<file path="config.mk">
export PLATFORM = sky130hd
export DESIGN_NAME = adc_word_serializer
export DESIGN_NICKNAME = d
export VERILOG_FILES = /design/src/rtl/adc_ser_pkg.sv /design/src/rtl/ser_slot_timer.sv /design/src/rtl/ser_lane_unit.sv /design/src/rtl/adc_word_serializer.sv
export SDC_FILE = /design/constraint.sdc
export NUM_CORES = 1
export LEC_CHECK = 0
export BUFFER_PORTS_ARGS = -buffer_cell sky130_fd_sc_hd__buf_2
export CAP_MARGIN = 20
export CORE_ASPECT_RATIO = 1.25
export CORE_UTILIZATION = 35
export DETAILED_ROUTE_END_ITERATION = 8
export GPL_TIMING_DRIVEN = 0
export SETUP_SLACK_MARGIN = 0.02
export SLEW_MARGIN = 5
export SYNTH_ARGS = -nofsm -noshare
export SYNTH_HDL_FRONTEND = slang
export SYNTH_HIERARCHICAL = 1
export SYNTH_SLANG_ARGS = --single-unit
</file>
<file path="constraint.sdc">
create_clock -name clk -period 6.25 [get_ports clk]
set_input_delay 1.5625 -clock clk [delete_from_list [all_inputs] [get_ports clk]]
set_output_delay 1.5625 -clock clk [all_outputs]
set_load 0.03 [all_outputs]
</file>
<file path="src/rtl/adc_ser_pkg.sv">
package adc_ser_pkg;

    localparam int DEF_LANES  = 4;
    localparam int DEF_WORD_W = 12;

    typedef enum logic {
        ORD_LSB = 1'b0,
        ORD_MSB = 1'b1
    } order_e;

    typedef struct packed {
        logic run;
        logic boundary;
    } tick_t;

    function automatic int slot_bits(input int width);
        return (width <= 2) ? 1 : $clog2(width);
    endfunction

endpackage

</file>
<file path="src/rtl/ser_slot_timer.sv">
module ser_slot_timer
    import adc_ser_pkg::*;
#(
    parameter int WORD_W = DEF_WORD_W,
    parameter int SW     = slot_bits(DEF_WORD_W)
) (
    input  logic          clk,
    input  logic          rst,
    output logic [SW-1:0] slot,
    output tick_t         tick,
    output logic          frame_clk,
    output logic          bit_clk
);
    localparam logic [SW-1:0] LAST_SLOT = SW'(WORD_W - 1);
    localparam logic [SW-1:0] HALF_SLOT = SW'(WORD_W / 2);

    logic [SW-1:0] slot_q;
    logic          run_q;

    always_ff @(posedge clk) begin
        if (rst) begin
            slot_q <= LAST_SLOT;
            run_q  <= 1'b0;
        end else begin
            run_q  <= 1'b1;
            slot_q <= (slot_q == LAST_SLOT) ? '0 : slot_q + 1'b1;
        end
    end

    always_comb begin
        tick.run      = run_q;
        tick.boundary = (slot_q == LAST_SLOT);
        slot          = slot_q;
        frame_clk     = run_q && (slot_q < HALF_SLOT);
        bit_clk       = run_q && !slot_q[0];
    end

endmodule

</file>
<file path="src/rtl/ser_lane_unit.sv">
module ser_lane_unit
    import adc_ser_pkg::*;
#(
    parameter int WORD_W = DEF_WORD_W,
    parameter int SW     = slot_bits(DEF_WORD_W)
) (
    input  logic              clk,
    input  logic              rst,
    input  logic              take,
    input  logic [WORD_W-1:0] din,
    input  logic              load,
    input  order_e            ord,
    input  logic [SW-1:0]     slot,
    output logic              dout
);
    localparam logic [SW-1:0] TOP_IDX = SW'(WORD_W - 1);

    logic [WORD_W-1:0] held_q;
    logic [WORD_W-1:0] cur_q;
    logic [WORD_W-1:0] held_nx;
    logic [SW-1:0]     idx;

    assign held_nx = take ? din : held_q;

    always_ff @(posedge clk) begin
        if (rst) begin
            held_q <= '0;
            cur_q  <= '0;
        end else begin
            held_q <= held_nx;
            if (load) begin
                cur_q <= held_nx;
            end
        end
    end

    always_comb begin
        idx  = (ord == ORD_MSB) ? (TOP_IDX - slot) : slot;
        dout = cur_q[idx];
    end

endmodule

</file>
<file path="src/rtl/adc_word_serializer.sv">
module adc_word_serializer
    import adc_ser_pkg::*;
#(
    parameter int LANES  = DEF_LANES,
    parameter int WORD_W = DEF_WORD_W
) (
    input  logic                    clk,
    input  logic                    rst,
    input  logic                    in_valid,
    input  logic [LANES*WORD_W-1:0] in_words,
    input  logic                    msb_first,
    output logic [LANES-1:0]        lane_out,
    output logic                    frame_clk,
    output logic                    bit_clk
);
    localparam int SW = slot_bits(WORD_W);

    logic [SW-1:0] slot_w;
    tick_t         tick_w;
    order_e        ord_q;
    logic          run_w;

    assign run_w = tick_w.run;

    ser_slot_timer #(.WORD_W(WORD_W), .SW(SW)) u_timer (
        .clk       (clk),
        .rst       (rst),
        .slot      (slot_w),
        .tick      (tick_w),
        .frame_clk (frame_clk),
        .bit_clk   (bit_clk)
    );

    always_ff @(posedge clk) begin
        if (rst) begin
            ord_q <= ORD_MSB;
        end else if (tick_w.boundary) begin
            ord_q <= msb_first ? ORD_MSB : ORD_LSB;
        end
    end

    for (genvar g = 0; g < LANES; g++) begin : g_lane
        ser_lane_unit #(.WORD_W(WORD_W), .SW(SW)) u_lane (
            .clk  (clk),
            .rst  (rst),
            .take (in_valid),
            .din  (in_words[g*WORD_W +: WORD_W]),
            .load (tick_w.boundary),
            .ord  (ord_q),
            .slot (slot_w),
            .dout (lane_out[g])
        );
    end

endmodule

</file>
==> results.ini <==
[drt]
drtAntennaViolNets=0
vias_per_cell=5.17
initialDrtViolationCount=125
vias=3818
wl_um=10400
drt_pre_antenna_iters=4
drc=0
wire_per_inst_um=14.2

[min_path]
min_path_type=flop to flop

[clocking]
cts.sinks=102
insertion_delay_ns=0.34
ctsHoldBuffers=0
ctsRootBufferMaster=clkbuf_16
cts_tree=built
ctsResizeCount=0
cts_setup_buffers=0
cts_buffer_depth=2
htree_num_levels=3
numCtsBuffers=9
path_clk_slew_ns=0.07

[place]
portBuffers=57
routabilityCongestion=0.783
hpwl_um=7290

[sta]
rsz0062_at_grt=false
timing.setup.tns_ns=0
worst_pin_slew_ns=0.958
final_max_slew_viol_count=0
fin_crit_ns=4.01
slew_headroom_pct=36.1
hold_viol_final=0
hold_ws_ns=0.487
skew_ns=0.00768
finalCritPeriodShare_pct=64.2
setup_viol=0
fmax_ghz=0.249

[global_route]
antenna_found_initial=0
grt_max_degree=34
grt_overflow=0
grt_pass1_wl_um=17400
track_usage_pct=15.4
grt_pass1_vias=3717

[die]
fp.dieH_um=131
core_mm2=0.0129
die-area_mm2=0.0139
fp-row-count=46
start_util_pct=36.4
io_pins=58
die_x_um=106

[synthesis]
ys.warnings.count=6
syn_area_mm2=0.00469
netlist_instances=496
synth_area_per_cell_um2=9.45
syn-num-nets=549

[worst_setup_path]
critical_path.max_fanout=24
path_cells=buf_4, o22ai_4, a22o_1, o31ai_1, o211a_1, buf_2
critPathRequiredTime_ns=4.69
crit_slowest_cell=dfxtp_1
endpoint_kind=primary output
critPathLaunchType=flop
worstSetupPathType=flop to primary output
worstPathArrival_ns=2.45
max_stage_delay_ns=0.83

[layout]
area_delta_synth_final_pct=17.7
n_fill_cell=1321
antenna_cells=0
layout-drive-gt1-share_pct=19.8
final_nets=618

[pwr]
ir_drop_mv=0.140
powerDensity_mw_per_mm2=348
p_leak_nw=2.32

[job]
max_cap_viol_count=0

[run_status]
outcome=finished clean

-- layout by cell type (no fill, tap or decap), types with 3 or more instances in the layout --
cell type	n
nand2b_1	8
o22ai_4	4
o31ai_1	4
and3b_1	4
nand2_1	13
a21oi_1	4
mux2i_1	56
o21bai_2	4
buf_2	61
o21ai_0	9
a41oi_1	4
clkbuf_1	16
mux2_2	4
o21ai_1	8
and3_1	4
a32oi_1	4
nor3b_2	4
o221ai_1	4
or3_1	4
buf_4	4
o211a_1	4
buf_6	12
dfxtp_1	102
a22o_1	4
inv_1	10
or3b_1	6
nor2_1	109
clkinv_4	3
nand4b_1	5
a211o_1	5
nor3_1	8
clkbuf_16	9
a211oi_1	53
a22oi_1	4
-- through the flow --
step                worst slack [ns]  power, mW  utilization, %  cell area [um2]  instances
floorplan                       2.90       1.22               -             4690        496
global placement                2.50       1.34            40.2             5180        721
detailed placement              2.45       1.36            40.2             5180        721
CTS                             2.05       1.93            42.6             5490        737
global route                    2.09       2.03            42.8             5520        738
finish                          2.24       1.92            42.8             5520        738
-- where the power goes --
part	switching (mW)	total [mW]	leakage, nW	internal [mW]
Combinational	0.303	0.544	1.33	0.242
Clock	0.254	0.570	0.147	0.315
Sequential	0.0711	0.807	0.843	0.736
-- final cells by class --
class | instances | area (um2) | share of cell area, %
Timing Repair Buffer | 58 | 313 | 5.67
Inverter | 10 | 37.5 | 0.680
Tap cell | 168 | 210 | 3.81
Sequential cell | 102 | 2040 | 37.0
Clock buffer | 9 | 225 | 4.08
Buffer | 36 | 245 | 4.44
Clock inverter | 7 | 81.3 | 1.47
Multi-Input combinational cell | 348 | 2360 | 42.8
-- state kept, by name, indices dropped and copies added (netlist names) --
signal and count:
u_timer/run_q 1, u_timer/slot 4, g_lane.u_lane/cur_q 48, ord_q 1, g_lane.u_lane/held_q 48
-- routing by layer --
| layer | share of wire, % | global-route usage [%] | up-vias |
|---|---|---|---|
| met2 | 50 | 26.8 | 74 |
| met1 | 45 | 18.8 | 1805 |
| met3 | 3.6 | 2.88 | 13 |
| met4 | 1.5 | 5.56 | 0 |
| li1 | - | - | 1926 |
| met5 | 0 | 0 | - |
-- final timing paths --
check | startpoint | endpoint | slack [ns] | cells past startpoint
worst min register to register | g_lane[0].u_lane/cur_q[1] | g_lane[0].u_lane/cur_q[1] | 0.49 | 2
worst max-delay path | u_timer/slot[1] | lane_out[0] | 2.24 | 6
worst max register to register | u_timer/slot[1] | g_lane[2].u_lane/cur_q[7] | 3.63 | 5
worst min-delay path | g_lane[0].u_lane/cur_q[1] | g_lane[0].u_lane/cur_q[1] | 0.49 | 2
-- worst max-delay path, delay by kind of cell, from the launching register on --
family / cells / cell delay (ns)
buf+inv: 2 / 0.51
flops: 1 / 0.83
compound gates: 4 / 0.77
(Power assumes the default switching activity.)
